## src/rtl/evt_pkg.sv

```systemverilog
package evt_pkg;
  localparam int ADDR_W   = 10;
  localparam int ROUTE_W  = 5;

  localparam logic [ADDR_W-1:0] OFF_CAP    = 10'h000;
  localparam logic [ADDR_W-1:0] OFF_PERIOD = 10'h004;
  localparam logic [ADDR_W-1:0] OFF_GCFG   = 10'h010;
  localparam logic [ADDR_W-1:0] OFF_GCFG_H = 10'h014;
  localparam logic [ADDR_W-1:0] OFF_STAT   = 10'h020;
  localparam logic [ADDR_W-1:0] OFF_CNT_LO = 10'h0F0;
  localparam logic [ADDR_W-1:0] OFF_CNT_HI = 10'h0F4;
  localparam logic [ADDR_W-1:0] WIN_BASE   = 10'h100;

  localparam logic [4:0] WOFF_CFG   = 5'h00;
  localparam logic [4:0] WOFF_CAPS  = 5'h04;
  localparam logic [4:0] WOFF_MATCH = 5'h08;

  localparam logic [31:0] CH_WR_MASK   = 32'h0000_3F0C;
  localparam logic [31:0] CH_FIXED_ONE = 32'h0000_0010;
  localparam logic [31:0] CH_LINE_CAPS = 32'h0000_FFFF;

  // Capability word: vendor field, legacy-capable bit 15, count-1 in 12:8, revision 1.
  function automatic logic [31:0] cap_word(input int unsigned n_timers);
    logic [31:0] w;
    w = 32'h8086_0000 | 32'h0000_8000 | 32'h0000_0001;
    w = w | ((32'(n_timers - 1) & 32'h1F) << 8);
    return w;
  endfunction

  // One-hot line vector for a route number; empty when out of range.
  function automatic logic [31:0] line_bit(input logic [ROUTE_W-1:0] r);
    return 32'h1 << r;
  endfunction
endpackage

```

## src/rtl/evt_counter.sv

```systemverilog
module evt_counter #(
  parameter int TICK_DIV = 1
) (
  input  logic        clk,
  input  logic        rst,
  input  logic        en,
  input  logic        wr_lo,
  input  logic        wr_hi,
  input  logic [31:0] wdata,
  output logic [63:0] cnt_q,
  output logic        tick_o,
  output logic [31:0] cnt_next_lo
);
  logic stb;

  generate
    if (TICK_DIV > 1) begin : g_div
      localparam int DW = $clog2(TICK_DIV);
      logic [DW-1:0] div_q;
      always_ff @(posedge clk) begin
        if (rst) div_q <= '0;
        else if (en) div_q <= (div_q == DW'(TICK_DIV - 1)) ? '0 : div_q + 1'b1;
      end
      assign stb = en && (div_q == DW'(TICK_DIV - 1));
    end else begin : g_nodiv
      assign stb = en;
    end
  endgenerate

  assign tick_o      = stb && !wr_lo && !wr_hi;
  assign cnt_next_lo = cnt_q[31:0] + 32'd1;

  always_ff @(posedge clk) begin
    if (rst)        cnt_q <= '0;
    else if (wr_lo) cnt_q <= {32'h0, wdata};
    else if (wr_hi) cnt_q[63:32] <= wdata;
    else if (tick_o) cnt_q <= cnt_q + 64'd1;
  end

  assert_freeze_R3: assert property (@(posedge clk) disable iff (rst)
    (!en && !wr_lo && !wr_hi) |=> $stable(cnt_q));
  assert_step_R3: assert property (@(posedge clk) disable iff (rst)
    tick_o |=> (cnt_q == $past(cnt_q) + 64'd1));
  assert_hiwr_R4: assert property (@(posedge clk) disable iff (rst)
    (wr_hi && !wr_lo) |=> (cnt_q[31:0] == $past(cnt_q[31:0])));
endmodule

```

## src/rtl/evt_chan.sv

```systemverilog
module evt_chan
  import evt_pkg::*;
(
  input  logic        clk,
  input  logic        rst,
  input  logic        wr_cfg,
  input  logic        wr_match,
  input  logic [31:0] wdata,
  input  logic        tick,
  input  logic [31:0] cnt_next_lo,
  output logic [31:0] cfg_rd,
  output logic [31:0] match_q,
  output logic        expire_o,
  output logic        ten_o,
  output logic [ROUTE_W-1:0] route_o
);
  logic [31:0] cfg_q;

  always_ff @(posedge clk) begin
    if (rst) begin
      cfg_q   <= '0;
      match_q <= 32'hFFFF_FFFF;
    end else begin
      if (wr_cfg)   cfg_q   <= wdata & CH_WR_MASK;
      if (wr_match) match_q <= wdata;
    end
  end

  assign cfg_rd   = cfg_q | CH_FIXED_ONE;
  assign ten_o    = cfg_q[2];
  assign route_o  = cfg_q[13:9];
  assign expire_o = tick && (cnt_next_lo == match_q);

  assert_cfgmask_R5: assert property (@(posedge clk) disable iff (rst)
    ((cfg_q & ~CH_WR_MASK) == 32'h0));
  assert_noexp_idle_R9: assert property (@(posedge clk) disable iff (rst)
    !tick |-> !expire_o);
endmodule

```

## src/rtl/evt_route.sv

```systemverilog
module evt_route
  import evt_pkg::*;
#(
  parameter int NUM_TIMERS = 3,
  parameter int NUM_LINES  = 32
) (
  input  logic                          clk,
  input  logic                          rst,
  input  logic [NUM_TIMERS-1:0]         expire,
  input  logic [NUM_TIMERS-1:0]         ten,
  input  logic [NUM_TIMERS*ROUTE_W-1:0] route_flat,
  input  logic                          gl_en,
  input  logic                          legacy,
  output logic [NUM_LINES-1:0]          irq_q
);
  logic [NUM_LINES-1:0]  irq_next;
  logic [NUM_TIMERS-1:0] fire;

  always_comb begin
    irq_next = '0;
    for (int t = 0; t < NUM_TIMERS; t++) begin
      fire[t] = expire[t] && ten[t] && gl_en;
      if (fire[t]) begin
        if (legacy && t == 0)      irq_next = irq_next | NUM_LINES'(32'h0000_0005);
        else if (legacy && t == 1) irq_next = irq_next | NUM_LINES'(32'h0000_0100);
        else irq_next = irq_next | NUM_LINES'(line_bit(route_flat[t*ROUTE_W +: ROUTE_W]));
      end
    end
  end

  always_ff @(posedge clk) begin
    if (rst) irq_q <= '0;
    else     irq_q <= irq_next;
  end

  assert_gate_R9: assert property (@(posedge clk) disable iff (rst)
    !gl_en |=> (irq_q == '0));
  assert_legacy0_R8: assert property (@(posedge clk) disable iff (rst)
    (legacy && gl_en && expire[0] && ten[0]) |=> (irq_q[0] && irq_q[2]));
  assert_legacy1_R8: assert property (@(posedge clk) disable iff (rst)
    (legacy && gl_en && expire[1] && ten[1]) |=> irq_q[8]);
  assert_route_R7: assert property (@(posedge clk) disable iff (rst)
    (!legacy && gl_en && expire[0] && ten[0]) |=> irq_q[route_flat[ROUTE_W-1:0]]);
endmodule

```

## src/rtl/evt_timer_regs.sv

```systemverilog
module evt_timer_regs
  import evt_pkg::*;
#(
  parameter int          NUM_TIMERS = 3,
  parameter int          NUM_LINES  = 32,
  parameter int          TICK_DIV   = 1,
  parameter logic [31:0] TICK_FS    = 32'd10_000_000
) (
  input  logic                 clk,
  input  logic                 rst,
  input  logic                 req_valid,
  input  logic                 req_write,
  input  logic [ADDR_W-1:0]    req_addr,
  input  logic [31:0]          req_wdata,
  output logic                 rsp_valid,
  output logic [31:0]          rsp_rdata,
  output logic [NUM_LINES-1:0] irq_pulse
);
  localparam logic [31:0] CAP = cap_word(NUM_TIMERS);

  logic [1:0]  gcfg_q;
  logic [63:0] cnt_q;
  logic        tick;
  logic [31:0] cnt_next_lo;
  logic        wr_en, in_win;
  logic [ADDR_W-1:0] rel;
  logic [4:0]  win_id, win_off;
  logic [31:0] rd_data;

  logic [NUM_TIMERS-1:0]         ch_wr_cfg, ch_wr_match, ch_expire, ch_ten;
  logic [31:0]                   ch_cfg [NUM_TIMERS];
  logic [31:0]                   ch_match [NUM_TIMERS];
  logic [NUM_TIMERS*ROUTE_W-1:0] ch_route;

  assign wr_en   = req_valid && req_write;
  assign in_win  = (req_addr[9:8] != 2'b00);
  assign rel     = req_addr - WIN_BASE;
  assign win_id  = rel[9:5];
  assign win_off = rel[4:0];

  always_ff @(posedge clk) begin
    if (rst) gcfg_q <= 2'b00;
    else if (wr_en && req_addr == OFF_GCFG) gcfg_q <= req_wdata[1:0];
  end

  evt_counter #(.TICK_DIV(TICK_DIV)) u_cnt (
    .clk(clk), .rst(rst), .en(gcfg_q[0]),
    .wr_lo(wr_en && req_addr == OFF_CNT_LO),
    .wr_hi(wr_en && req_addr == OFF_CNT_HI),
    .wdata(req_wdata), .cnt_q(cnt_q), .tick_o(tick), .cnt_next_lo(cnt_next_lo)
  );

  generate
    for (genvar t = 0; t < NUM_TIMERS; t++) begin : g_ch
      assign ch_wr_cfg[t]   = wr_en && in_win && win_id == 5'(t) && win_off == WOFF_CFG;
      assign ch_wr_match[t] = wr_en && in_win && win_id == 5'(t) && win_off == WOFF_MATCH;
      evt_chan u_ch (
        .clk(clk), .rst(rst), .wr_cfg(ch_wr_cfg[t]), .wr_match(ch_wr_match[t]),
        .wdata(req_wdata), .tick(tick), .cnt_next_lo(cnt_next_lo),
        .cfg_rd(ch_cfg[t]), .match_q(ch_match[t]), .expire_o(ch_expire[t]),
        .ten_o(ch_ten[t]), .route_o(ch_route[t*ROUTE_W +: ROUTE_W])
      );
    end
  endgenerate

  evt_route #(.NUM_TIMERS(NUM_TIMERS), .NUM_LINES(NUM_LINES)) u_route (
    .clk(clk), .rst(rst), .expire(ch_expire), .ten(ch_ten), .route_flat(ch_route),
    .gl_en(gcfg_q[0]), .legacy(gcfg_q[1]), .irq_q(irq_pulse)
  );

  always_comb begin
    rd_data = 32'h0;
    if (in_win) begin
      for (int t = 0; t < NUM_TIMERS; t++) begin
        if (win_id == 5'(t)) begin
          case (win_off)
            WOFF_CFG:   rd_data = ch_cfg[t];
            WOFF_CAPS:  rd_data = CH_LINE_CAPS;
            WOFF_MATCH: rd_data = ch_match[t];
            default:    rd_data = 32'h0;
          endcase
        end
      end
    end else begin
      case (req_addr)
        OFF_CAP:    rd_data = CAP;
        OFF_PERIOD: rd_data = TICK_FS;
        OFF_GCFG:   rd_data = {30'h0, gcfg_q};
        OFF_CNT_LO: rd_data = cnt_q[31:0];
        default:    rd_data = 32'h0;
      endcase
    end
  end

  always_ff @(posedge clk) begin
    if (rst) begin
      rsp_valid <= 1'b0;
      rsp_rdata <= 32'h0;
    end else begin
      rsp_valid <= req_valid;
      rsp_rdata <= (req_valid && !req_write) ? rd_data : 32'h0;
    end
  end

  assert_rsp_R10: assert property (@(posedge clk) disable iff (rst)
    req_valid |=> rsp_valid);
  assert_norsp_R10: assert property (@(posedge clk) disable iff (rst)
    !req_valid |=> !rsp_valid);
  assert_gcfg_R2: assert property (@(posedge clk) disable iff (rst)
    (wr_en && req_addr == OFF_GCFG) |=> (gcfg_q == $past(req_wdata[1:0])));
  assert_gcfg_hold_R2: assert property (@(posedge clk) disable iff (rst)
    !(wr_en && req_addr == OFF_GCFG) |=> $stable(gcfg_q));
endmodule

```

## config.mk

```make
export PLATFORM = sky130hd
export DESIGN_NAME = evt_timer_regs
export DESIGN_NICKNAME = d
export VERILOG_FILES = /design/src/rtl/evt_pkg.sv /design/src/rtl/evt_counter.sv /design/src/rtl/evt_chan.sv /design/src/rtl/evt_route.sv /design/src/rtl/evt_timer_regs.sv
export SDC_FILE = /design/constraint.sdc
export NUM_CORES = 1
export LEC_CHECK = 0
export BUFFER_PORTS_ARGS = -buffer_cell sky130_fd_sc_hd__buf_2
export CORE_ASPECT_RATIO = 0.5
export CORE_UTILIZATION = 56
export CTS_CLUSTER_SIZE = 14
export DETAILED_ROUTE_END_ITERATION = 12
export HOLD_SLACK_MARGIN = 0.12
export PLACE_DENSITY = 0.9
export SLEW_MARGIN = 20
export SYNTH_ARGS = -nofsm -noshare
export SYNTH_HDL_FRONTEND = slang
export SYNTH_HIERARCHICAL = 1
export SYNTH_SLANG_ARGS = --single-unit
```

## constraint.sdc

```tcl
create_clock -name clk -period 4.1 [get_ports clk]
set_input_delay 0.205 -clock clk [delete_from_list [all_inputs] [get_ports clk]]
set_output_delay 0.205 -clock clk [all_outputs]
set_load 0.01 [all_outputs]
```

Word-level counts from Yosys, hierarchy flattened:

Cells that the tools add are included.

* bits of input ports: 46
* register bits: 251
* output and inout port bits: 65
* logic and storage cells: 88

* equality and inequality tests: 12
* shift-type cells: 3
* reductions and logical operators: 38
* $add $sub $neg: 3
* bitwise operators: 3
* muxes and demuxes: 17

Operators by type and width (number)
* $mux W32: 12
* $pmux W32 S3: 3
* $pmux W32 S4: 1
* $eq A32 B32 Y1: 3
* $shl A1 B5 Y32 const A: 3
* $add A64 B1 Y64 const B: 1
* $mux W64: 1
* $or A32 B32 Y32: 2
* $add A32 B1 Y32 const B: 1
* $logic_and A1 B1 Y1: 26
* $eq A10 B8 Y1 const B: 2
* $eq A10 B3 Y1 const B: 1
* $eq A10 B5 Y1 const B: 1
* $logic_not A10 Y1: 1
* $logic_not A5 Y1: 2
* $sub A10 B9 Y10 const B: 1
* $reduce_bool A2 Y1: 3
* $eq A5 B1 Y1 const B: 1
* $eq A5 B2 Y1 const B: 1
* $eq A5 B3 Y1 const B: 1
* $eq A5 B4 Y1 const B: 1
* $reduce_or A2 Y1: 2
* $logic_not A1 Y1: 3
* $ne A2 B1 Y1 const B: 1
* 2 further kinds: 2

Depth between registers and ports, before layout:

Gate-level depths: netlist of run 1.

* word-level depth: 14
* mapped depth: 15
* gate-level depth less buffers: 14

Hierarchy:

Netlist of run 1, hierarchy kept.

Modules (own cells, without submodules)
* evt_chan: cells an instance 207, seq. area each 800.8 µm², instances 3, area an instance 2016.9 µm²
* evt_counter: cells an instance 629, seq. area each 1281.2 µm², instances 1, area an instance 4642.0 µm²
* evt_timer_regs: cells an instance 396, seq. area each 700.7 µm², instances 1, area an instance 3062.9 µm²
* evt_route: cells an instance 193, seq. area each 640.6 µm², instances 1, area an instance 1676.6 µm²

Least setup slack after synthesis of run 1:

No wires, ideal clock.

* path kind: register -> register
* start point: register u_cnt.cnt_q[1]
* end point: register u_route.irq_q[22]
* period minus slack after synthesis: 3820 ps
* cell stages (with the launch flop): 15
* setup time: 83 ps
* path buffers: 1
* slack: 280 ps
* required time: 4017 ps
* arrival: 3737 ps
* cells stage by stage: dfxtp_1 ha_1 nand3_2 or4_1 buf_2 nor4_1 xor2_1 xor2_1 nor4_2 nand4_1 nor4_2 and4b_4 nand3_1 or4_1 o221ai_1

* elaborated cells on any way between the ends: 19
* classes of those cells: 1 x add/sub; 3 x eq/ne; 4 x mux; 2 x bitwise; 9 x reduce/logical

RTL lines
* from (decl): line evt_counter.sv:10 `output logic [63:0] cnt_q,`
* from (signal assigned): line evt_counter.sv:35 `else if (wr_lo) cnt_q <= {32'h0, wdata};`
* from (signal assigned): line evt_counter.sv:37 `else if (tick_o) cnt_q <= cnt_q + 64'd1;`
* $add A32 B1 Y32 *: line evt_counter.sv:31 `assign cnt_next_lo = cnt_q[31:0] + 32'd1;`
* named net cnt_next_lo[22]: line evt_timer_regs.sv:24 `logic [31:0] cnt_next_lo;`
* $eq A32 B32 Y1 *: line evt_chan.sv:32 `assign expire_o = tick && (cnt_next_lo == match_q);`
* $logic_and A1 B1 Y1 *: line evt_chan.sv:32
* named net ch_expire[1]: line evt_timer_regs.sv:30 `logic [NUM_TIMERS-1:0] ch_wr_cfg, ch_wr_match, ch_expire, ch_ten;`
* $logic_and A1 B1 Y1 * (2 in a row): line evt_route.sv:22 `fire[t] = expire[t] && ten[t] && gl_en;`
* $mux W32 *: line evt_route.sv:23 `if (fire[t]) begin`
* $or A32 B32 Y32: line evt_route.sv:26 `else irq_next = irq_next | NUM_LINES'(line_bit(route_flat[t*ROUTE_W +: ROUTE_W]));`
* $mux W32 *: line evt_route.sv:23
* to (signal assigned): line evt_route.sv:33 `else irq_q <= irq_next;`
* to (decl): line evt_route.sv:14 `output logic [NUM_LINES-1:0] irq_q`

The timed path passes the listed nets; every way through them passes the cells marked *.
A chain may end at the register's enable or synchronous reset.

Worst setup path after layout of run 1:

* start point: register u_cnt.cnt_q[5]
* end point: register u_route.irq_q[11]

Same word-level chain as after synthesis.

==> PnR_summary.wiki, run 1 <==
{| class="wikitable"
! Metric !! Value
|-
| Met2 Routed Length || 18710 um
|-
| Instance area after placement || 13630 um^2
|-
| Hold wc startpoint || req_addr[4]
|-
| Clock latency on the worst-skew pair || 530 ps
|-
| Kind of capture point of the worst setup path || flip-flop
|-
| Final period utilization || a little over nine tenths
|-
| Non-filler cells, final || slightly below 2000
|-
| Post-layout worst setup margin || 188.7 ps
|-
| Fraction of final layout cells with drive strength greater than 1 || about 17%
|-
| Input/output buffers || 110
|-
| Layout overhead on the synthesized area || 12.98%
|-
| Fin. max-slew vios || 0
|-
| Setup repair after global routing missed its margin || no
|-
| Post-detailed-route wirelength per cell || 22.39 um
|-
| Root Buffer Master || sky130_fd_sc_hd__clkbuf_16
|-
| Arrival @ worst endpoint || 4290 ps
|-
| I/O pin total || 111
|-
| Clock-pin slew reported for the worst setup and hold paths after clock tree synthesis || ~70 ps
|-
| Wire length of the first global-routing pass || about 65000 um
|-
| Lkg Pwr || about 5.4 nW
|-
| Initial antenna violation count || 0
|-
| Core Box Area || 22890 um^2
|-
| Element type at the critical path start || flip-flop
|-
| Terminating pin of the worst hold path || rsp_rdata[0]
|-
| TritonCTS clock tree || done
|-
| Via total after detailed routing || 12520
|-
| Worst path required time || 4480 ps
|-
| Remaining global-route overflow || 0
|-
| Antenna diodes || 0
|-
| Die area || 24020 um^2
|-
| Mapped Cells || between 1500 and 2000
|-
| Worst slew margin relative to its limit || 34.31%
|-
| Routed length on met1 || 17540 um
|-
| Routability Congestion || 1.031
|-
| Pin count of the biggest net entering global routing || 57
|-
| Clock net sink count || 219
|-
| Max-cap check violation count || 0
|-
| Number of cells traversed by the worst hold path || 4
|-
| Met3 wirelength from detailed routing || 5309 um
|-
| Number of failing setup endpoints in the final timing report || 0
|-
| Final setup TNS || 0 ps
|-
| Pre-Repair DR Iteration Count || 6
|-
| Initial Util || a little under three fifths
|-
| Std cell rows || 39
|-
| Final number of hold-violating endpoints || 0
|-
| Overall routed net length || ~43000 um
|-
| Startpoint of the lowest-slack register-to-register path || u_cnt/cnt_q[5]
|-
| Top Layer Used || met4
|-
| Routed vias/inst || 6.454
|-
| Total power density per cell area || 296.7 nW/um^2
|-
| Number of global-route vias before repair || 11430
|-
| Path depth of the worst reg2reg path || 16
|-
| Synthesized area per cell || 8.637 um^2
|-
| Post-route core utilization || 64.59%
|-
| DRC violations left || 0
|-
| Critical path type || reg -> reg
|-
| Hpwl dp || 30590 um
|-
| Final min period || 3911 ps
|-
| Global Route Usage Sum || 35.35%
|-
| Placed cell count || approximately 1900
|-
| Post-route ant nets || 0
|-
| Maximum root-to-sink buffer count || 3
|-
| Count of routing violations after the opening detailed-route iteration || 2148
|-
| Area of the mapped netlist || 13090 um^2
|-
| Result of the run || finished, final reports clean
|-
| Max Clk Rate || 255.7 MHz
|-
| Pre-CTS setup slack || 86.29 ps
|-
| Total CTS buffers || 21
|-
| Worst reg2reg endpoint || u_route/irq_q[11]
|-
| Transition time of the tightest slew-check pin || 981.8 ps
|-
| Vertical die dimension || 110.1 um
|-
| Hold crit path type || in -> reg
|-
| FILL cells || 1803
|-
| Max H-tree Level || 1
|-
| Nets || 1669
|-
| Highest fanout seen on the critical path || 7
|-
| Final worst clock skew || 19.83 ps
|-
| Yosys warnings || 6
|-
| Final standard cell area without fillers || 14780 um^2
|-
| Reg-to-reg setup timing slack || about 190 ps
|-
| Die outline width || 218.2 um
|-
| Largest voltage drop on the vdd net || 0.2761 mV
|}
## through the flow
stage	total power [mW]	hold WS (ps)
floorplan	2.336	274.1
global placement	2.374	465.0
detailed placement	2.375	476.2
CTS	4.368	145.8
global route	4.497	190.9
finish	4.386	146.4
## cells in the final DEF, fill, tap and decap left out, types with 9 or more instances in the layout
cell / count
sky130_fd_sc_hd__nand3_1: 49
sky130_fd_sc_hd__clkbuf_16: 21
sky130_fd_sc_hd__buf_2: 110
sky130_fd_sc_hd__o221ai_1: 18
sky130_fd_sc_hd__o22ai_1: 31
sky130_fd_sc_hd__o21a_1: 10
sky130_fd_sc_hd__nand4_1: 26
sky130_fd_sc_hd__a22oi_1: 61
sky130_fd_sc_hd__dfxtp_1: 216
sky130_fd_sc_hd__nand2b_1: 9
sky130_fd_sc_hd__buf_4: 67
sky130_fd_sc_hd__inv_1: 25
sky130_fd_sc_hd__and3_1: 13
sky130_fd_sc_hd__a211oi_1: 11
sky130_fd_sc_hd__o21ai_0: 26
sky130_fd_sc_hd__xnor2_1: 25
sky130_fd_sc_hd__a21oi_1: 38
sky130_fd_sc_hd__and4_1: 10
sky130_fd_sc_hd__nor2_1: 89
sky130_fd_sc_hd__nand2_1: 171
sky130_fd_sc_hd__a21o_1: 13
sky130_fd_sc_hd__dlygate4sd3_1: 33
sky130_fd_sc_hd__xor2_1: 109
sky130_fd_sc_hd__conb_1: 72
sky130_fd_sc_hd__mux2i_1: 137
sky130_fd_sc_hd__nor2b_1: 11
sky130_fd_sc_hd__a221o_1: 11
sky130_fd_sc_hd__nor3_1: 23
sky130_fd_sc_hd__o211ai_1: 12
sky130_fd_sc_hd__nor4_2: 21
## repair_timing
item	in CTS	in global routing
setup endpoints to repair	0	31
hold endpoints to repair	148	0
buffers inserted	0	2
resized for setup	0	22
hold buffers	33	0
## worst max-delay path, stage by stage, from the launching register on
cell	delay [ps]
sky130_fd_sc_hd__dfxtp_1	330
sky130_fd_sc_hd__buf_4	150
sky130_fd_sc_hd__nand4_1	130
sky130_fd_sc_hd__buf_4	180
sky130_fd_sc_hd__nor2_1	240
sky130_fd_sc_hd__nand3_1	180
sky130_fd_sc_hd__xnor2_1	380
sky130_fd_sc_hd__xor2_1	250
sky130_fd_sc_hd__a221oi_2	230
sky130_fd_sc_hd__o2111ai_1	240
sky130_fd_sc_hd__nor4_2	320
sky130_fd_sc_hd__buf_4	220
sky130_fd_sc_hd__a41oi_2	260
sky130_fd_sc_hd__buf_4	260
sky130_fd_sc_hd__nand2_2	110
sky130_fd_sc_hd__or2_1	160
sky130_fd_sc_hd__o221ai_1	120
## metal layers
layer / vias to the layer above / global-route usage (%)
li1: 5487 / -
met1: 5948 / 47.12
met2: 905 / 54.54
met3: 175 / 8.477
met4: 0 / 15.83
met5: - / 0
## worst max path at each step
| stage | slack, ps | end | depth (start not counted) | start |
|---|---|---|---|---|
| CTS | 60 | u_route/irq_q[8] | 14 | u_cnt/cnt_q[0] |
| finish | 190 | u_route/irq_q[11] | 16 | u_cnt/cnt_q[5] |
| detailed placement | 90 | u_route/irq_q[8] | 14 | u_cnt/cnt_q[0] |
| global placement | 130 | u_route/irq_q[8] | 14 | u_cnt/cnt_q[14] |
| floorplan | 300 | u_route/irq_q[22] | 14 | u_cnt/cnt_q[1] |
| global route | 10 | u_route/irq_q[8] | 14 | u_cnt/cnt_q[0] |
## area by class of cell
class,instances,area (um^2),share of cell area (%)
repair buffers,211,1404,9.496
multi-input cells,1142,7833,52.98
clock inverters,8,122.6,0.8295
inverters,26,97.59,0.6602
well taps,307,384.1,2.598
flip-flops and latches,219,4388,29.68
clock buffers,26,554.3,3.749
## report_power, final
group          leakage (nW)  total [mW]  switching [mW]  internal, mW
clock network         0.333        2.02           0.871          1.15
registers              1.77        2.13        0.000587          2.13
logic                  3.31       0.239           0.160        0.0784
total                  5.41        4.39            1.03          3.35
## flip-flops by register name (all words and copies together), names as in the netlist
signal and count:
g_ch.u_ch/cfg_q 24, rsp_valid 1, rsp_rdata 32, g_ch.u_ch/match_q 96, gcfg_q 2, u_route/irq_q 32
u_cnt/cnt_q 32
Note: power is estimated with default switching activity, not from simulation.
==> inputs of run 2 (changes only) <==
--- a/config.mk
+++ b/config.mk
@@ -5,13 +5,13 @@
 export SDC_FILE = /design/constraint.sdc
 export NUM_CORES = 1
 export LEC_CHECK = 0
-export BUFFER_PORTS_ARGS = -buffer_cell sky130_fd_sc_hd__buf_2
 export CORE_ASPECT_RATIO = 0.5
-export CORE_UTILIZATION = 56
+export CORE_UTILIZATION = 57
 export CTS_CLUSTER_SIZE = 14
 export DETAILED_ROUTE_END_ITERATION = 12
+export DONT_BUFFER_PORTS = 1
 export HOLD_SLACK_MARGIN = 0.12
-export PLACE_DENSITY = 0.9
+export PLACE_DENSITY = 0.87
 export SLEW_MARGIN = 20
 export SYNTH_ARGS = -nofsm -noshare
 export SYNTH_HDL_FRONTEND = slang
==> run 2 against run 1 <==
  * Register-to-register slack worse by 60 ps
  * Sequential cell count stayed put
  * Core utilization is 1.2 points higher
  * Largest power group unchanged
  * Critical path depth is 1 lower
  * Clock skew is 10 ps lower
  * Sequential power hardly changed
  * Global-route usage is 2.9 points higher
  * Total power is 1.7% lower
  * Cell count is 4.1% lower
  * Die area is 1.7% lower
  * Worst setup slack worse by 61 ps
  * Non-clock buffer count is 77 lower
==> PnR_summary.wiki, run 2 (synthesized netlist as in run 1, its figures left out) <==
{| class="wikitable"
! Metric !! Value
|-
| Global Route Usage Sum || 38.28% (+2.9 points)
|-
| Max Clk Rate || 251.8 MHz (-1.5%)
|-
| Critical path type || reg -> reg
|-
| Routed vias/inst || 6.501 (+0.73%)
|-
| Std cell rows || 38 (-2.6%)
|-
| Core Box Area || 22060 um^2 (-3.6%)
|-
| Pin count of the biggest net entering global routing || 67 (+18%)
|-
| Kind of capture point of the worst setup path || flip-flop
|-
| Crit path cell chain || nand3_1 > nor3_1 > nand2_1 > buf_4 > nor3_1 > xor2_1 > xor2_1 > nor3_1 > nand3_2 > nor4_2 > buf_4 > nand4b_4 > or3_4 > o31a_1 > o221ai_1
|-
| Count of routing violations after the opening detailed-route iteration || 1787 (-17%)
|-
| Lkg Pwr || 5.026 nW (-7.2%)
|-
| Setup repair after global routing missed its margin || yes
|-
| Instance area after placement || 13190 um^2 (-3.3%)
|-
| Maximum root-to-sink buffer count || 3 (unchanged)
|-
| Arrival @ worst endpoint || 4400 ps (+110 ps)
|-
| DRC violations left || 0 (unchanged)
|-
| Die area || 23600 um^2 (-1.7%)
|-
| Highest fanout seen on the critical path || 8 (+1)
|-
| Nets || 1592 (-4.6%)
|-
| Initial antenna violation count || 3 (+3)
|-
| Pre-Repair DR Iteration Count || 8 (+2)
|-
| Worst Setup EP || u_route/irq_q[8]
|-
| Via total after detailed routing || 12090 (-3.4%)
|-
| Transition time of the tightest slew-check pin || 999.5 ps (+17.74 ps)
|-
| Final min period || 3972 ps (+60.78 ps)
|-
| Total CTS buffers || 21 (unchanged)
|-
| Die outline width || 216.3 um (-0.87%)
|-
| Initial Util || 59.31% (+2.1 points)
|-
| Global routing usage on met2 || 61.88% (+7.3 points)
|-
| Critical Path Slowest Stage Cell || sky130_fd_sc_hd__nor3_1
|-
| Element type at the critical path start || flip-flop
|-
| Fraction of final layout cells with drive strength greater than 1 || 12.28% (-5.1 points)
|-
| Final setup TNS || 0 ps (unchanged)
|-
| Largest voltage drop on the vdd net || 0.2469 mV (-11%)
|-
| Final worst clock skew || 9.491 ps (-10.34 ps)
|-
| Input/output buffers || 0 (-100%)
|-
| Hpwl dp || 32080 um (+4.9%)
|-
| Number of failing setup endpoints in the final timing report || 0 (unchanged)
|-
| Startpoint of the lowest-slack register-to-register path || u_cnt/cnt_q[11]
|-
| Worst reg2reg endpoint || u_route/irq_q[8]
|-
| Remaining global-route overflow || 0 (unchanged)
|-
| FILL cells || 1780 (-1.3%)
|-
| Overall routed net length || 46090 um (+6.2%)
|-
| Hold crit path type || in -> reg
|-
| Number of cells traversed by the worst hold path || 4 (unchanged)
|-
| Path depth of the worst reg2reg path || 15 (-1)
|-
| Total power density per cell area || 297.0 nW/um^2 (+0.10%)
|-
| Max H-tree Level || 1 (unchanged)
|-
| Worst stage delay on the critical path || 470 ps (+90 ps)
|-
| Number of flip-flops in the largest register || 96 (unchanged)
|-
| Worst path most repeated cell || sky130_fd_sc_hd__nor3_1
|-
| Final period utilization || 96.88% (+1.5 points)
|-
| Fin. max-slew vios || 0 (unchanged)
|-
| TritonCTS clock tree || done
|-
| Layout overhead on the synthesized area || 10.91%
|-
| Clock-pin slew reported for the worst setup and hold paths after clock tree synthesis || 70 ps (about the same)
|-
| Post-detailed-route wirelength per cell || 24.79 um (+11%)
|-
| Worst slew margin relative to its limit || 33.37% (-0.94 points)
|-
| I/O pin total || 111 (unchanged)
|-
| Busiest layer in global routing || met2
|-
| Wire length of the first global-routing pass || 69110 um (+5.8%)
|-
| Reg-to-reg setup timing slack || 130 ps (-60 ps)
|-
| Post-route ant nets || 0 (unchanged)
|-
| Grt met1 use || 48.70% (+1.6 points)
|-
| Critical Path Start || u_cnt/cnt_q[11]
|-
| Final standard cell area without fillers || 14510 um^2 (-1.8%)
|-
| Pre-CTS setup slack || -17.37 ps (-103.7 ps)
|-
| Met3 track demand over resource || 11.13% (+2.7 points)
|-
| Clock net sink count || 219 (unchanged)
|-
| Register containing the most flip-flops in the final layout || g_ch.u_ch/match_q
|-
| Worst path required time || 4530 ps (+50 ps)
|-
| Leading cell types in the layout, fill and taps excluded || sky130_fd_sc_hd__dfxtp_1 (219), sky130_fd_sc_hd__nand2_1 (171), sky130_fd_sc_hd__mux2i_1 (137), sky130_fd_sc_hd__xor2_1 (111), sky130_fd_sc_hd__nor2_1 (88)
|-
| Result of the run || finished, final reports clean
|-
| Routability Congestion || 1.027 (-0.33%)
|-
| Number of global-route vias before repair || 11550 (+1.1%)
|-
| Vertical die dimension || 109.1 um (-0.87%)
|-
| Final number of hold-violating endpoints || 0 (unchanged)
|-
| Most frequent standard cell in the layout excluding fill and tap cells || sky130_fd_sc_hd__dfxtp_1
|-
| Root Buffer Master || sky130_fd_sc_hd__clkbuf_16
|-
| Clock latency on the worst-skew pair || 520 ps (about the same)
|-
| Max-cap check violation count || 0 (unchanged)
|-
| Post-layout worst setup margin || 127.9 ps (-60.78 ps)
|}
run 2: per-stage QoR:
step,hold WS [ps],total power [mW],utilization [%],instances
after global routing,122.0,4.414,65.76,1857
after CTS,124.8,4.297,65.13,1854
after detailed placement,288.3,2.310,59.78,1770
after global placement,281.3,2.308,59.78,1770
after floorplan,274.1,2.336,-,1581
final,133.8,4.310,65.78,1859
run 2: worst max-delay path: cells and delay by family (launching register included):
kind                      cells  cell delay (ps)
buffers and inverters         2              350
and+or+nand+nor               9             2150
DFF                           1              460
xor gates and xnor gates      2              490
AOI/OAI and AO/OA             2              430
run 2: power by group:
group	internal [mW]	switching (mW)	leakage, nW
logic	0.0725	0.148	2.93
clock network	1.11	0.853	0.331
registers	2.13	0.00106	1.77
run 2: final cells by class:
| cell class | instances | area (um^2) | share of cell area, % |
|---|---|---|---|
| clock buffers | 30 | 619.3 | 4.268 |
| inverters | 26 | 97.59 | 0.6725 |
| well taps | 300 | 375.4 | 2.586 |
| repair buffers | 134 | 1144 | 7.880 |
| diodes | 3 | 7.507 | 0.05173 |
| clock inverters | 5 | 52.55 | 0.3621 |
| multi-input cells | 1142 | 7833 | 53.97 |
| flip-flops and latches | 219 | 4384 | 30.21 |
run 2: worst min-delay path by stage:
stage,from,slack [ps],to
after floorplan,rst,270,gcfg_q[0]
after global placement,rst,280,gcfg_q[1]
after detailed placement,rst,290,gcfg_q[0]
after CTS,rst,120,u_cnt/cnt_q[15]
after global routing,req_addr[2],120,rsp_rdata[4]
final,req_addr[2],130,rsp_rdata[4]
run 2: layer usage:
metal / share of wire (%) / up-vias
li1: - / 5347
met1: 40 / 5739
met2: 44 / 828
met3: 12 / 172
met4: 4.2 / 0
met5: 0 / -
run 2: what timing repair did:
action,in CTS,in global routing
endpoints found under the setup margin,3,32
setup buffers,1,2
hold endpoints to repair,166,0
hold buffers,48,0
resized for setup,1,19
pin swaps,0,4
==> inputs of run 3 (changes only) <==
--- a/config.mk
+++ b/config.mk
@@ -6,12 +6,13 @@
 export NUM_CORES = 1
 export LEC_CHECK = 0
 export CORE_ASPECT_RATIO = 0.5
+export CORE_MARGIN = 10
 export CORE_UTILIZATION = 57
 export CTS_CLUSTER_SIZE = 14
 export DETAILED_ROUTE_END_ITERATION = 12
 export DONT_BUFFER_PORTS = 1
 export HOLD_SLACK_MARGIN = 0.12
-export PLACE_DENSITY = 0.87
+export PLACE_DENSITY = 0.84
 export SLEW_MARGIN = 20
 export SYNTH_ARGS = -nofsm -noshare
 export SYNTH_HDL_FRONTEND = slang
==> constraint.sdc (replaced) <==
create_clock -name clk -period 3.8 [get_ports clk]
set_input_delay 0.19 -clock clk [delete_from_list [all_inputs] [get_ports clk]]
set_output_delay 0.19 -clock clk [all_outputs]
set_load 0.01 [all_outputs]
==> run 3 against run 2 <==
  * The flow now finishes with violations (negative setup slack)
  * Sequential cell count is the same
  * Die area up 26%
  * Routed wire length is 9.2% higher
  * Sequential share of layout area fell by 2.5 points
  * Maximum frequency rose by 3.4%
  * Worst setup slack worse by 170 ps
  * Critical path type unchanged
  * Critical endpoint unchanged
  * Largest power group unchanged
  * Highest routed layer is now met5
==> PnR_summary.wiki, run 3 (synthesized netlist as in run 1, its figures left out) <==
{| class="wikitable"
! Metric !! Value
|-
| Die area || 29780 um^2 (+26%)
|-
| Post-detailed-route wirelength per cell || 25.53 um (+3.0%)
|-
| Nets || 1700 (+6.8%)
|-
| Final standard cell area without fillers || 15850 um^2 (+9.2%)
|-
| Root Buffer Master || sky130_fd_sc_hd__clkbuf_16
|-
| Hpwl dp || 34580 um (+7.8%)
|-
| Non-filler cells, final || 1971 (+6.0%)
|-
| Lkg Pwr || 5.840 nW (+16%)
|-
| Largest voltage drop on the vdd net || 0.2861 mV (+16%)
|-
| Clock latency on the worst-skew pair || 540 ps (+20 ps)
|-
| Max-cap check violation count || 0 (unchanged)
|-
| Post-layout worst setup margin || -43.18 ps (-171.1 ps)
|-
| Input/output buffers || 0 (unchanged)
|-
| Initial Util || 57.67% (-1.6 points)
|-
| Overall routed net length || 50320 um (+9.2%)
|-
| Number of failing setup endpoints in the final timing report || 4 (+4)
|-
| Arrival @ worst endpoint || 4280 ps (-120 ps)
|-
| Vertical die dimension || 127.1 um (+16%)
|-
| Switching share of power || 23.17% (-0.060 points)
|-
| Count of routing violations after the opening detailed-route iteration || 1848 (+3.4%)
|-
| Switching pwr || 1.099 mW (+9.8%)
|-
| Total power density per cell area || 299.2 nW/um^2 (+0.76%)
|-
| Global Route Usage Sum || 32.16% (-6.1 points)
|-
| I/O pin total || 111 (unchanged)
|-
| TritonCTS clock tree || done
|-
| Worst path required time || 4240 ps (-290 ps)
|-
| DRC violations left || 0 (unchanged)
|-
| Placed cell count || 1829 (+3.3%)
|-
| Leading cell types in the layout, fill and taps excluded || sky130_fd_sc_hd__dfxtp_1 (213), sky130_fd_sc_hd__nand2_1 (170), sky130_fd_sc_hd__buf_4 (145), sky130_fd_sc_hd__mux2i_1 (137), sky130_fd_sc_hd__xor2_1 (106)
|-
| Wire length of the first global-routing pass || 75120 um (+8.7%)
|-
| Pre-CTS setup slack || -498.6 ps (-481.2 ps)
|-
| Element type at the critical path start || flip-flop
|-
| Number of flip-flops in the largest register || 96 (unchanged)
|-
| Final number of hold-violating endpoints || 0 (unchanged)
|-
| Final min period || 3843 ps (-128.9 ps)
|-
| Internal power || 3.644 mW (+10%)
|-
| Routed vias/inst || 6.570 (+1.1%)
|-
| Register containing the most flip-flops in the final layout || g_ch.u_ch/match_q
|-
| Max H-tree Level || 1 (unchanged)
|-
| Pin count of the biggest net entering global routing || 65 (-3.0%)
|-
| Layout overhead on the synthesized area || 21.12%
|-
| Std cell rows || 39 (+2.6%)
|-
| Critical path type || reg -> reg
|-
| Via total after detailed routing || 12950 (+7.1%)
|-
| Final worst clock skew || 35.71 ps (+26.22 ps)
|-
| Setup repair after global routing missed its margin || yes
|-
| Initial antenna violation count || 2 (-1)
|-
| Kind of capture point of the worst setup path || flip-flop
|-
| Max Clk Rate || 260.2 MHz (+3.4%)
|-
| Violations in the final reports || negative setup slack
|-
| Worst slew margin relative to its limit || 34.81% (+1.4 points)
|-
| Most frequent standard cell in the layout excluding fill and tap cells || sky130_fd_sc_hd__dfxtp_1
|-
| Highest fanout seen on the critical path || 3 (-5)
|-
| Final period utilization || 101.1% (+4.3 points)
|-
| Post-route ant nets || 0 (unchanged)
|-
| Instance area after placement || 13610 um^2 (+3.2%)
|-
| Die outline width || 234.3 um (+8.3%)
|-
| Clock net sink count || 219 (unchanged)
|-
| Maximum root-to-sink buffer count || 3 (unchanged)
|-
| Total CTS buffers || 21 (unchanged)
|-
| Clock network fraction of design power || 46.8% (+1.3 points)
|-
| Routability Congestion || 1.073 (+4.5%)
|-
| Core Box Area || 22690 um^2 (+2.9%)
|-
| Sequential power share || 48.4% (-1.0 points)
|-
| Clock-pin slew reported for the worst setup and hold paths after clock tree synthesis || 70 ps (about the same)
|-
| Pre-Repair DR Iteration Count || 6 (-2)
|-
| Transition time of the tightest slew-check pin || 969.8 ps (-29.75 ps)
|-
| Part of the power in combinational logic || 4.7% (-0.4 points)
|-
| Fraction of final layout cells with drive strength greater than 1 || 18.70% (+6.4 points)
|-
| Remaining global-route overflow || 0 (unchanged)
|-
| Number of global-route vias before repair || 12290 (+6.4%)
|-
| Hold crit path type || in -> reg
|-
| Fin. max-slew vios || 0 (unchanged)
|-
| Result of the run || complete, but fails checks
|}
-- run 3: cell count changes in the layout (fill, tap and decap cells not counted), moves of 6 or more --
cell	previous run	this run
sky130_fd_sc_hd__dfxtp_1	219	213
sky130_fd_sc_hd__dfxtp_2	0	6
sky130_fd_sc_hd__o221ai_1	18	6
sky130_fd_sc_hd__o221ai_2	0	12
sky130_fd_sc_hd__buf_6	0	9
sky130_fd_sc_hd__nor4_2	22	15
sky130_fd_sc_hd__nor4_4	2	8
sky130_fd_sc_hd__nand3_1	47	37
sky130_fd_sc_hd__nor3_1	22	16
sky130_fd_sc_hd__buf_4	86	145
sky130_fd_sc_hd__dlygate4sd3_1	47	86
sky130_fd_sc_hd__nand3_2	3	9
-- run 3: layout make-up --
type                            instances  area [um^2]
Timing Repair Buffer                  242         2091
Multi-Input combinational cell       1142         8194
Antenna cell                            1        2.502
Fill cell                            1715         6842
Clock buffer                           27        578.1
Sequential cell                       219         4392
Inverter                               26        97.59
Tap cell                              307        384.1
Clock inverter                          7        110.1
-- run 3: timing repair --
action | 4_1_cts | 5_1_grt
pin swaps | 11 | 36
endpoints found under the setup margin | 32 | 32
gates cloned | 0 | 0
buffers inserted | 7 | 14
hold buffers | 87 | 0
hold endpoints to repair | 167 | 0
resized for setup | 19 | 79
-- run 3: critical path, stage by stage (launching register included) --
cell	delay (ps)
sky130_fd_sc_hd__dfxtp_2	350
sky130_fd_sc_hd__buf_6	100
sky130_fd_sc_hd__nand4_1	190
sky130_fd_sc_hd__buf_4	210
sky130_fd_sc_hd__nor4_4	200
sky130_fd_sc_hd__buf_4	180
sky130_fd_sc_hd__nand3_4	70
sky130_fd_sc_hd__xnor2_2	150
sky130_fd_sc_hd__buf_4	150
sky130_fd_sc_hd__xor2_2	150
sky130_fd_sc_hd__nor4_4	380
sky130_fd_sc_hd__nand4_1	220
sky130_fd_sc_hd__nor4_4	340
sky130_fd_sc_hd__buf_4	190
sky130_fd_sc_hd__nand4b_4	100
sky130_fd_sc_hd__or3_4	360
sky130_fd_sc_hd__o31a_1	260
sky130_fd_sc_hd__o221ai_2	120
-- run 3: path summary, 6_finish.rpt --
path,startpoint,endpoint,slack [ps],cells after the start
setup / recovery,u_cnt/cnt_q[13],u_route/irq_q[8],-40,17
hold / removal,req_addr[2],rsp_rdata[7],130,4
hold reg to reg,g_ch[0].u_ch/match_q[13],g_ch[0].u_ch/match_q[13],530,2
setup reg to reg,u_cnt/cnt_q[13],u_route/irq_q[8],-40,17
-- run 3: per-stage QoR --
stage	total power, mW	setup TNS, ps	util [%]	hold slack (ps)
6_report	4.743	-110.8	69.85	135.0
3_3_place_gp	2.491	-8007	59.97	283.2
5_1_grt	4.836	-1295	69.84	159.2
4_1_cts	4.720	-3.210	67.59	121.4
3_5_place_dp	2.494	-10850	59.97	282.9
2_1_floorplan	2.520	0	-	259.1
-- run 3: routing by layer --
layer | up-vias | GRT usage, % | routed length [um]
met3 | 196 | 9.655 | 6674
met1 | 6221 | 41.83 | 19490
li1 | 5569 | - | -
met5 | - | 0 | 33
met2 | 959 | 49.81 | 22120
met4 | 4 | 11.35 | 2002
-- run 3: power groups by stage --
| stage | Clock, mW | Combinational, mW | Sequential, mW |
|---|---|---|---|
| detailed placement | 0 | 0.145 | 2.35 |
| global placement | 0 | 0.142 | 2.35 |
| global route | 2.31 | 0.234 | 2.30 |
| finish | 2.22 | 0.225 | 2.30 |
| CTS | 2.21 | 0.211 | 2.30 |
| floorplan | 0 | 0.171 | 2.35 |
